==> src/rtl/asid_tlb.sv <==
module asid_tlb #(
  parameter int ENTRIES = 8,
  parameter int VPN_W   = 20,
  parameter int ASID_W  = 8,
  parameter int PFN_W   = 20
) (
  input  logic              clk,
  input  logic              rst_n,
  input  logic [VPN_W-1:0]  lk_vpn,
  input  logic [ASID_W-1:0] lk_asid,
  output logic              lk_hit,
  output logic [PFN_W-1:0]  lk_pfn,
  input  logic              fill_en,
  input  logic [VPN_W-1:0]  fill_vpn,
  input  logic [ASID_W-1:0] fill_asid,
  input  logic [PFN_W-1:0]  fill_pfn,
  input  logic              flush_all,
  input  logic              flush_one,
  input  logic [ASID_W-1:0] flush_id
);
  localparam int IDX_W = (ENTRIES > 1) ? $clog2(ENTRIES) : 1;

  logic [ENTRIES-1:0] valid, keep, fmatch, hitv;
  logic [VPN_W-1:0]   vpn  [ENTRIES];
  logic [ASID_W-1:0]  asid [ENTRIES];
  logic [PFN_W-1:0]   pfn  [ENTRIES];
  logic [IDX_W-1:0]   rr_ptr, free_idx, tgt;
  logic               any_free;

  genvar g;
  generate
    for (g = 0; g < ENTRIES; g++) begin : g_cmp
      assign hitv[g]   = valid[g] && vpn[g] == lk_vpn && asid[g] == lk_asid;
      assign keep[g]   = valid[g] && !flush_all && !(flush_one && asid[g] == flush_id);
      assign fmatch[g] = keep[g] && vpn[g] == fill_vpn && asid[g] == fill_asid;
    end
  endgenerate

  assign lk_hit = |hitv;

  always_comb begin
    lk_pfn = '0;
    for (int i = 0; i < ENTRIES; i++)
      if (hitv[i]) lk_pfn = lk_pfn | pfn[i];
  end

  always_comb begin
    free_idx = '0;
    any_free = 1'b0;
    for (int i = ENTRIES - 1; i >= 0; i--)
      if (!keep[i]) begin
        free_idx = IDX_W'(i);
        any_free = 1'b1;
      end
  end

  always_comb begin
    tgt = any_free ? free_idx : rr_ptr;
    for (int i = 0; i < ENTRIES; i++)
      if (fmatch[i]) tgt = IDX_W'(i);
  end

  wire replace = fill_en && !(|fmatch) && !any_free;

  always_ff @(posedge clk) begin
    if (!rst_n) begin
      valid  <= '0;
      rr_ptr <= '0;
    end else begin
      valid <= keep;
      if (fill_en) valid[tgt] <= 1'b1;
      if (replace)
        rr_ptr <= (rr_ptr == IDX_W'(ENTRIES - 1)) ? '0 : rr_ptr + 1'b1;
    end
  end

  always_ff @(posedge clk) begin
    if (fill_en) begin
      vpn[tgt]  <= fill_vpn;
      asid[tgt] <= fill_asid;
      pfn[tgt]  <= fill_pfn;
    end
  end

  a_r6_single_match: assert property (@(posedge clk) disable iff (!rst_n)
    $onehot0(hitv));
  a_r3_miss_zero: assert property (@(posedge clk) disable iff (!rst_n)
    !lk_hit |-> lk_pfn == '0);
  a_r7_flush_clears: assert property (@(posedge clk) disable iff (!rst_n)
    flush_all && !fill_en |=> valid == '0);
  a_r9_fill_survives: assert property (@(posedge clk) disable iff (!rst_n)
    fill_en |=> $countones(valid) >= 1);
  a_r5_ptr_step: assert property (@(posedge clk) disable iff (!rst_n)
    !replace |=> $stable(rr_ptr));
  a_r8_keeps_other: assert property (@(posedge clk) disable iff (!rst_n)
    !flush_all && !flush_one && !fill_en |=> $stable(valid));
endmodule

==> config.mk <==
export PLATFORM = sky130hd
export DESIGN_NAME = asid_tlb
export DESIGN_NICKNAME = d
export VERILOG_FILES = /design/src/rtl/asid_tlb.sv
export SDC_FILE = /design/constraint.sdc
export NUM_CORES = 1
export LEC_CHECK = 0
export ABC_CLOCK_PERIOD_IN_PS = 4550
export CORE_MARGIN = 4
export CORE_UTILIZATION = 40
export DETAILED_ROUTE_END_ITERATION = 8
export DONT_BUFFER_PORTS = 1
export REMOVE_ABC_BUFFERS = 1
export SKIP_LAST_GASP = 1
export SLEW_MARGIN = 40
export SYNTH_ARGS = -nofsm -noshare
export SYNTH_HDL_FRONTEND = slang
export SYNTH_SLANG_ARGS = --single-unit
==> constraint.sdc <==
create_clock -name clk -period 4.55 [get_ports clk]
set_input_delay 0.455 -clock clk [delete_from_list [all_inputs] [get_ports clk]]
set_output_delay 0.455 -clock clk [all_outputs]
set_load 0.005 [all_outputs]
==> After elaboration in Yosys (flattened, before gate mapping) <==
Memories as Yosys holds them, arrays and structs flattened.
Index checks and enable logic that the tools add are counted.
{ "totals": {"reg_bits": 11, "ram_bits": 384, "output_inout_bits": 21, "word_cells": 168, "memories": 3} }
{ "memory_table": {"columns": ["name", "depth", "width", "rd", "rd_ports_with_merged_regs", "wr", "line_no", "rtl"], "rows": [
  ["pfn", 8, 20, 8, 0, 1, "26", "logic [PFN_W-1:0] pfn [ENTRIES];"],
  ["vpn", 8, 20, 8, 0, 1, "24", "logic [VPN_W-1:0] vpn [ENTRIES];"],
  ["asid", 8, 8, 8, 0, 1, "25", "logic [ASID_W-1:0] asid [ENTRIES];"]
]} }
{ "classes": {"addsub": 1, "order_cmp": 2, "eq_ne": 41, "muxes": 39, "bitwise_logic": 8, "n_reduce_logical": 72} }
{ "ops": {"columns": ["cell", "n"], "rows": [
  ["equality test 20 bit", 16],
  ["equality test 8 bit", 24],
  ["2-to-1 mux 20 bit", 8],
  ["OR 20 bit", 7],
  ["logical AND 1 bit", 59],
  ["2-to-1 mux 3 bit", 18],
  ["OR reduction 8 bit", 2],
  ["logical NOT 1 bit", 11],
  ["2-to-1 mux 1 bit", 11],
  ["2-to-1 mux 8 bit", 1],
  ["OR 8 bit", 1],
  ["< comparator 3 x 4 -> 1 bit (second input constant)", 1],
  ["adder 3 x 1 -> 3 bit (second input constant)", 1],
  ["demux 1 bit (select 3 bit)", 1],
  ["equality test 3 bit (second input constant)", 1],
  ["greater-or-equal comparator 3 x 1 -> 1 bit (second input constant)", 1]
]} }

==> Logic depth before layout (Yosys ltp) <==
Gate-level depths: netlist of the first run.
{ "depth": {"depth_word": 27, "mapped_depth": 10, "depth_no_buf": 8} }

==> Least setup slack after synthesis of the first run <==
No wires, ideal clock.
{ "synth_path": {"kind": "in2reg", "start": "input flush_id[5]", "end": "memory asid[1][0] (enable)", "setup_ns": 0.459, "arrival_time_ns": 4.146, "required_ns": 4.091, "slack_ns": -0.055, "stages": 10, "path_buffers": 2, "path_cell_list": "buf_6 -> xnor2_1 -> nand3_1 -> o311a_4 -> and4_4 -> a21bo_1 -> o2111ai_2 -> a21boi_2 -> buf_6 -> nor2b_1"} }
{ "synth_via": {"elab_chain_cells": 21} }
{ "synth_rtl": {"columns": ["item", "line_no", "rtl"], "rows": [
  ["from (decl)", "19", "input logic [ASID_W-1:0] flush_id"],
  ["equality test 8 bit", "34", "assign keep[g] = valid[g] && !flush_all && !(flush_one && asid[g] == flush_id);"],
  ["logical AND 1 bit", "34", null],
  ["logical NOT 1 bit", "34", null],
  ["logical AND 1 bit", "34", null],
  ["2-to-1 mux 3 bit or 2-to-1 mux 1 bit (tied branches) (8 in series)", "51", "if (!keep[i]) begin"],
  ["2-to-1 mux 3 bit", "58", "tgt = any_free ? free_idx : rr_ptr;"],
  ["2-to-1 mux 3 bit (7 in series)", "60", "if (fmatch[i]) tgt = IDX_W'(i);"],
  ["2-to-1 mux 3 bit *", "60", null],
  ["to (decl)", "25", null]
]} }
Every way passes the cells marked *; elsewhere a longest branch is shown, timed or not.

==> results.ini, run 1 <==
[worst_setup_path]
cpMaxStageDelayCell = nor4_1
critical_path_required_ps = 4790
path_class = reg2reg
cp-end-kind = flip-flop
path_delay_family = simple AND/OR/NAND/NOR gates
worst-endpoint-arrival_ps = 4230
worstPathCellList = xnor2_1 > nand4_1 > nor4_1 > a21boi_0 > a21bo_1 > o2111ai_2 > a21boi_2 > nor3b_4 > buf_12
max_stage_delay_ps = 750
worstSetupStartpointType = flip-flop
critPathMaxFanout = 48
crit_buf_inv = 1

[synth]
post-synth-top-area-cell = edfxtp_1
avgSynthCellArea_um2 = 14.1
ys_types = 56
synth-seq-cells = 395
synthCells = 1369
syn_area_um2 = 19300
synthArstFlopShare = 0
ys.flop_type = edfxtp_1
synth_seq_area_share = 0.610
synth_edf_count = 384
yosysWarnings = 0
ys_top_cells_by_area = edfxtp_1 (60%), xnor2_1 (16%), xor2_1 (6.9%)
synth_top_area_frac = 0.599

[timing]
min_period_ps = 3990
fmax_mhz = 251
skew_ps = 29.7
postLayoutSetupSlackWorst_ps = 561
tightest_slew_ps = 860
hold_viol_final = 0
setup_viol = 0
slew_headroom = 0.425
finalSetupTns_ps = 0
drv_slew = 0
period_share = 0.877
rsz0062_at_grt = no

[worst_hold_path]
min_path_type = in2reg

[clock_tree]
cts.sinks = 395
clk_latency_ps = 600
cts-resized-gates = 0
cts_made_buffers = 44
h-tree-depth = 2
clk_path_buf_depth = 3
path_clk_slew_ps = 60
tritoncts = yes
cts_root_buffer = clkbuf_16

[placed_design]
place.gp.congestion = 1.02
hpwl_um = 49600
portBuffers = 0
dp_slack_ps = 754
placed_cell_area_um2 = 20000

[drt]
drtAntennaViolNets = 0
wl_um = 76300
drt_pass1_iterations = 5
vias = 12331
drtIter0Drc = 1432
drc = 0
avgRoutedWirePerCell_um = 37.2
viasPerCell = 6.01

[global_route]
grt_first_pass_wirelength_um = 103000
antenna_found_initial = 4
grtUsageTotal = 0.293
grt_pass1_vias = 12202
gr-total-overflow = 0
grt_max_degree = 49

[layout]
final_common_cell = edfxtp_1
diodes = 0
final_cell_mix = edfxtp_1 (384), xnor2_1 (360), xor2_1 (152)
area_delta_synth_final_pct = 13.9
drive_above_1_share = 0.0849
final_cell_area_um2 = 21900
final_nets = 1498

[status]
status = finished clean

[floorplanning]
dieArea_um2 = 51700
core_area_um2 = 47600
die_h_um = 227
start_util = 0.404
rows = 80
fp.dieW_um = 227
boundaryPins = 110

[run]
maxCapViolCount = 0

[pwr]
power_density_nw_per_um2 = 379
p_leak_nw = 6.72
max-vdd-ir-drop_mv = 0.382

-- path summary, 6_finish.rpt --
kind              startpoint        end  slack, ps  depth (start not counted)
setup reg to reg   vpn[0][7]  vpn[6][1]        560                          9
hold / removal         rst_n   valid[0]         10                          1
setup / recovery   vpn[0][7]  vpn[6][1]        560                          9
hold reg to reg    rr_ptr[2]  rr_ptr[2]        520                          2
-- flip-flops by register name, summed over array words and instances, names as in the netlist --
| register | count |
|---|---|
| pfn | 160 |
| vpn | 160 |
| asid | 64 |
| valid | 8 |
| rr_ptr | 3 |
-- through the flow --
stage | hold slack [ps] | instances | power, W | utilization
2_1_floorplan | 466 | 1285 | 0.00440 | -
3_3_place_gp | 486 | 1927 | 0.00456 | 0.419
3_5_place_dp | 506 | 1927 | 0.00455 | 0.419
4_1_cts | 0.463 | 2051 | 0.00834 | 0.460
5_1_grt | 1.36 | 2052 | 0.00855 | 0.461
6_report | 11.4 | 2052 | 0.00831 | 0.461
-- cell usage after synthesis, drive strengths merged (5+ instances only) --
master / instances
nand3: 46
nor2: 5
dfxtp: 11
nor3: 17
o21ai: 5
clkbuf: 10
a22o: 20
xnor2: 360
a22oi: 40
nand2: 16
nand4: 93
edfxtp: 384
a21oi: 5
a221oi: 20
buf: 74
xor2: 152
and2: 10
nor4: 48
o311a: 8
-- what timing repair did --
action | CTS | global route
buffers inserted | 0 | 0
hold endpoints to repair | 384 | 2
hold buffers | 48 | 1
-- power breakdown --
group | switching (W) | internal [W] | total, W
clock network | 0.00154 | 0.00218 | 0.00372
logic | 0.000302 | 0.000221 | 0.000523
registers | 0.0000283 | 0.00404 | 0.00406
total | 0.00187 | 0.00644 | 0.00831
-- layer usage --
| layer | share of wire | vias up | routed length (um) | GRT usage |
|---|---|---|---|---|
| li1 | - | 5184 | - | - |
| met1 | 0.40 | 6266 | 30100 | 0.385 |
| met2 | 0.45 | 702 | 34200 | 0.453 |
| met3 | 0.093 | 175 | 7080 | 0.0707 |
| met4 | 0.064 | 4 | 4870 | 0.150 |
| met5 | 0.00026 | - | 20 | 0 |
-- layout make-up --
cell class | count | area [um2]
flip-flops and latches | 395 | 11800
repair buffers | 76 | 793
clock buffers | 51 | 1130
inverters | 4 | 15.0
clock inverters | 25 | 344
multi-input cells | 886 | 7140
well taps | 615 | 769
fillers | 4201 | 25700
-- cells by family after synthesis --
family          share of synthesized area
compound gates                     0.0555
buf+inv                            0.0246
xor+xnor                            0.233
flops                               0.610
simple gates                       0.0757
fa+ha+maj                         0.00130
Power figures use the tool's default switching activity.
==> inputs of run 2 (changes only) <==
==> constraint.sdc (replaced) <==
create_clock -name clk -period 4.55 [get_ports clk]
set_input_delay 0.2275 -clock clk [delete_from_list [all_inputs] [get_ports clk]]
set_output_delay 0.2275 -clock clk [all_outputs]
set_load 0.02 [all_outputs]
==> results.ini, run 2 (synthesized netlist as in run 1, its figures left out) <==
[status]
status = finished clean

[global_route]
grt_pass1_vias = 12752
grt_first_pass_wirelength_um = 101000
gr-total-overflow = 0
grtUsageTotal = 0.285
antenna_found_initial = 5
grt_max_degree = 49

[placed_design]
hpwl_um = 43400
portBuffers = 0
place.gp.congestion = 0.930
placed_cell_area_um2 = 19900

[worst_setup_path]
worstSetupStartpointType = flip-flop
critPathMaxFanout = 28
crit_top_cell = buf_4
worst-endpoint-arrival_ps = 3940
path_class = reg2reg
path_delay_family = simple AND/OR/NAND/NOR gates
critical_path_required_ps = 4780
max_stage_delay_ps = 540
crit_buf_inv = 2
cpMaxStageDelayCell = xnor2_1
timing.rr.start = vpn[4][4]
worstPathCellList = xnor2_1 > nand4_1 > nor3_1 > and4_1 > o21a_1 > o2111ai_2 > a21boi_2 > buf_4 > and2_2 > buf_4
crit_start = vpn[4][4]
cp-end-kind = flip-flop

[clock_tree]
cts_root_buffer = clkbuf_16
clk_path_buf_depth = 3
tritoncts = yes
post_cts_buffers = 0
path_clk_slew_ps = 60
h-tree-depth = 2
cts.sinks = 395
clk_latency_ps = 600
cts_made_buffers = 42

[worst_hold_path]
worstHoldStart = flush_one
min_path_type = in2reg

[drt]
drc = 0
avgRoutedWirePerCell_um = 36.3
drtIter0Drc = 1667
vias = 12714
viasPerCell = 6.18
wl_um = 74700
drt_pass1_iterations = 5
drtAntennaViolNets = 0

[timing]
drv_slew = 0
skew_ps = 27.0
setup_viol = 0
period_share = 0.816
rsz0062_at_grt = no
fmax_mhz = 269
slew_headroom = 0.356
tightest_slew_ps = 963
finalSetupTns_ps = 0
hold_viol_final = 0
min_period_ps = 3710

[layout]
area_delta_synth_final_pct = 13.7
final_cell_area_um2 = 21900
final_nets = 1496
final_common_cell = edfxtp_1
final_cell_mix = edfxtp_1 (384), xnor2_1 (360), xor2_1 (152)
drive_above_1_share = 0.0806
top_regs = pfn x160, vpn x160, asid x64

[floorplanning]
die_h_um = 227
core_area_um2 = 47600
start_util = 0.404
dieArea_um2 = 51700
boundaryPins = 110
rows = 80
fp.dieW_um = 227

[run]
maxCapViolCount = 0

[pwr]
power_density_nw_per_um2 = 375
max-vdd-ir-drop_mv = 0.375
p_leak_nw = 6.71

run 2: cell types whose count changed in the layout (fill, tap and decap cells not counted), sizes merged:
cell,previous run,this run
diode,0,2
buf,27,26
clkinv,14,15
dlygate4sd3,49,50
inv,6,5
clkbuf,51,55
clkinvlp,2,0
run 2: final timing paths:
| check | slack [ps] | cells after the start | endpoint |
|---|---|---|---|
| worst max register to register | 840 | 10 | vpn[4][2] |
| worst max-delay path | 840 | 10 | vpn[4][2] |
| worst min-delay path | 70 | 3 | valid[6] |
| worst min register to register | 500 | 2 | rr_ptr[1] |
run 2: report_power, final:
part | switching, W | internal [W]
combinational | 0.000268 | 0.000216
clock | 0.00150 | 0.00216
sequential | 0.0000278 | 0.00404
run 2: worst register-to-register path, cell delays in order, from the launching register on:
cell and delay (ps):
edfxtp_1 430, xnor2_1 540, nand4_1 180, nor3_1 450, and4_1 320, o21a_1 180
o2111ai_2 140, a21boi_2 190, buf_4 240, and2_2 260, buf_4 420
run 2: stage by stage:
step / total power, W / hold slack [ps] / std cells / worst slack (ps) / util
after global routing: 0.00842 / 98.5 / 2054 / 743 / 0.459
after floorplan: 0.00440 / 326 / 1285 / 116 / -
after global placement: 0.00449 / 327 / 1925 / 1010 / 0.418
final: 0.00821 / 69.9 / 2056 / 837 / 0.460
after detailed placement: 0.00449 / 327 / 1925 / 996 / 0.418
after CTS: 0.00823 / 36.3 / 2054 / 951 / 0.460
run 2: timing repair:
| item | CTS | global route |
|---|---|---|
| gates resized for setup | 0 | 0 |
| hold buffers | 51 | 0 |
| endpoints found under the hold margin | 395 | 0 |
run 2: metal layers:
layer | share of wire | track usage
met1 | 0.38 | 0.369
met2 | 0.45 | 0.449
met3 | 0.10 | 0.0637
met4 | 0.067 | 0.157
met5 | 0.00015 | 0
run 2: final cells by class:
| cell class | instances | area, um2 |
|---|---|---|
| fillers | 4266 | 25800 |
| flip-flops and latches | 395 | 11800 |
| multi-input cells | 886 | 7130 |
| clock buffers | 55 | 1120 |
| well taps | 615 | 769 |
| repair buffers | 76 | 768 |
| clock inverters | 23 | 338 |
| inverters | 4 | 15.0 |
| diodes | 2 | 5.00 |
==> inputs of run 3 (changes only) <==
ABC_AREA = 1   (was unset)
ABC_CLOCK_PERIOD_IN_PS = 3700   (was 4550)
clock period = 3.7 ns   (was 4.55 ns; I/O delays follow)
==> results.ini, run 3 <==
[worst_hold_path]
min_to = valid[1]
holdPathStages = 5
worstHoldStart = flush_id[4]
min_path_type = in2reg

[placed_design]
placed_cell_area_um2 = 21300
hpwl_um = 60200
portBuffers = 0
dp_slack_ps = 102
place.gp.congestion = 1.06

[timing]
slew_headroom = 0.492
min_period_ps = 3650
drv_slew = 0
rsz0062_at_grt = no
tightest_slew_ps = 743
period_share = 0.987
setup_viol = 0
fmax_mhz = 274
skew_ps = 15.4
hold_viol_final = 0
postLayoutSetupSlackWorst_ps = 47.6

[global_route]
grt_first_pass_wirelength_um = 118000
grt_max_degree = 28
gr-total-overflow = 0
antenna_found_initial = 2
grtUsageTotal = 0.315
grt_pass1_vias = 14997

[worst_setup_path]
worstSetupStartpointType = flip-flop
timing.rr.start = asid[1][7]
worst-endpoint-arrival_ps = 3470
worst_r2r_endpoint = vpn[2][6]
reg2reg_depth = 15
path_class = reg2out
critical_path_required_ps = 3510
r2r_slack_ps = 220
critPathMaxFanout = 21
cp-end-kind = primary output

[layout]
fill_cells = 4565
final_cell_area_um2 = 23300
top_regs = pfn x160, vpn x160, asid x64
drive_above_1_share = 0.103
final_nets = 2040
area_delta_synth_final_pct = 16.5
final_cell_mix = edfxtp_1 (384), nand2_1 (322), inv_1 (175)
final_core_util = 0.473
final_common_cell = edfxtp_1

[pwr]
p_clk_frac = 0.436
max-vdd-ir-drop_mv = 0.404
p_sw_w = 0.00234
seq_power_share = 0.498
sw_frac_of_total = 0.233
p_leak_nw = 8.38
combPwrFrac = 0.066
power_density_nw_per_um2 = 431
p_int_w = 0.00770

[clock_tree]
path_clk_slew_ps = 60
cts_root_buffer = clkbuf_16
post_cts_buffers = 0
clk_latency_ps = 590
clk_path_buf_depth = 3
cts.sinks = 395
h-tree-depth = 2
cts_made_buffers = 45
tritoncts = yes

[synth]
synthArstFlopShare = 0
ys.flop_type = edfxtp_1
synth_top_area_frac = 0.576
synthCells = 1850
yosys-top-cells-count = edfxtp_1 (384), nand2_1 (322), inv_1 (183)
synth_seq_area_share = 0.587
synth-seq-cells = 395
yosysMostFrequentCell = edfxtp_1
avgSynthCellArea_um2 = 10.8
ys_types = 51
post-synth-top-area-cell = edfxtp_1
yosysWarnings = 0
syn_area_um2 = 20000
ys_top_cells_by_area = edfxtp_1 (58%), nand2_1 (6.0%), xnor2_1 (5.5%)
synth_edf_count = 384

[floorplanning]
die_h_um = 232
boundaryPins = 110
fp.dieW_um = 232
rows = 81
dieArea_um2 = 53700
start_util = 0.406
core_area_um2 = 49300

[drt]
drt_pass1_iterations = 6
vias = 15666
met3_length_um = 9450
drtAntennaViolNets = 0
wl_met1_um = 33000
drc = 0
dr_wl_met2_um = 37300
wl_um = 85900
avgRoutedWirePerCell_um = 32.4
drtIter0Drc = 1977
top_layer = met5
viasPerCell = 5.91

[run]
maxCapViolCount = 0

[status]
status = finished clean

-- run 3: changes by cell type in the layout (fill, tap and decap cells not counted), moves of 25 or more --
| cell | before | now |
|---|---|---|
| nand2_1 | 16 | 322 |
| xnor2_1 | 360 | 126 |
| inv_1 | 4 | 175 |
| nor2_1 | 5 | 114 |
| o22ai_1 | 0 | 67 |
| a22o_1 | 20 | 71 |
| o21ai_0 | 4 | 50 |
| a22oi_1 | 40 | 0 |
| nand4_1 | 92 | 58 |
| buf_4 | 19 | 48 |
| xor2_1 | 152 | 123 |
| a21oi_1 | 5 | 30 |
-- run 3: logic make-up after synthesis --
family                   after synthesis  synth area share
XOR/XNOR                             249             0.109
AND/OR/NAND/NOR                      648             0.147
buffers and inverters                270            0.0556
adder cells (fa/ha/maj)                2           0.00125
flip-flops                           395             0.587
AO/OA/AOI/OAI                        286             0.100
-- run 3: worst max-delay path by stage --
stage / from / endpoint / slack, ps / cells after the start
after detailed placement: asid[1][5] / vpn[2][14] / 100 / 15
after global routing: vpn[0][18] / lk_pfn[5] / 30 / 11
final: vpn[0][18] / lk_pfn[5] / 50 / 11
after CTS: asid[1][5] / vpn[2][14] / 90 / 15
after floorplan: asid[7][3] / asid[3][0] / 500 / 23
after global placement: asid[1][7] / vpn[2][14] / -70 / 15
-- run 3: what timing repair did --
| item | in CTS | in global routing |
|---|---|---|
| hold buffers | 53 | 0 |
| endpoints found under the hold margin | 390 | 0 |
| endpoints found under the setup margin | 0 | 183 |
| resized for setup | 0 | 5 |
-- run 3: final cells by class --
cell class	count	area, um2	share of cell area
diodes	1	2.50	0.000107
clock buffers	50	1170	0.0500
clock inverters	32	278	0.0119
inverters	198	748	0.0321
multi-input cells	1185	7190	0.308
flip-flops and latches	395	11800	0.504
well taps	664	831	0.0356
repair buffers	124	1350	0.0579
-- run 3: power groups by stage --
stage	logic, W	registers [W]	clock network, W
after floorplan	0.000328	0.00508	0
after global placement	0.000520	0.00510	0
after detailed placement	0.000516	0.00510	0
after CTS	0.000648	0.00500	0.00444
after global routing	0.000701	0.00501	0.00464
final	0.000663	0.00501	0.00438
-- run 3: per-layer routing --
layer	GRT usage	up-vias
li1	-	6758
met1	0.405	7615
met2	0.483	1041
met3	0.0865	250
met4	0.176	2
met5	0	-
-- run 3: stage by stage --
step | hold WS (ps) | instances | TNS, ps | power [W]
2_1_floorplan | 284 | 1778 | 0 | 0.00541
3_3_place_gp | 284 | 2513 | -3620 | 0.00562
3_5_place_dp | 284 | 2513 | 0 | 0.00562
4_1_cts | 71.3 | 2648 | 0 | 0.0101
5_1_grt | 144 | 2648 | 0 | 0.0104
6_report | 88.3 | 2649 | 0 | 0.0100
-- run 3: critical path: stages (launching register included) --
cell	delay [ps]
edfxtp_1	420
xnor2_1	490
nand2_1	150
a221oi_1	310
nand4_1	180
nor2_1	280
nand4_1	140
inv_1	80
buf_4	310
a22o_1	210
nor2_1	50
nand4_1	230
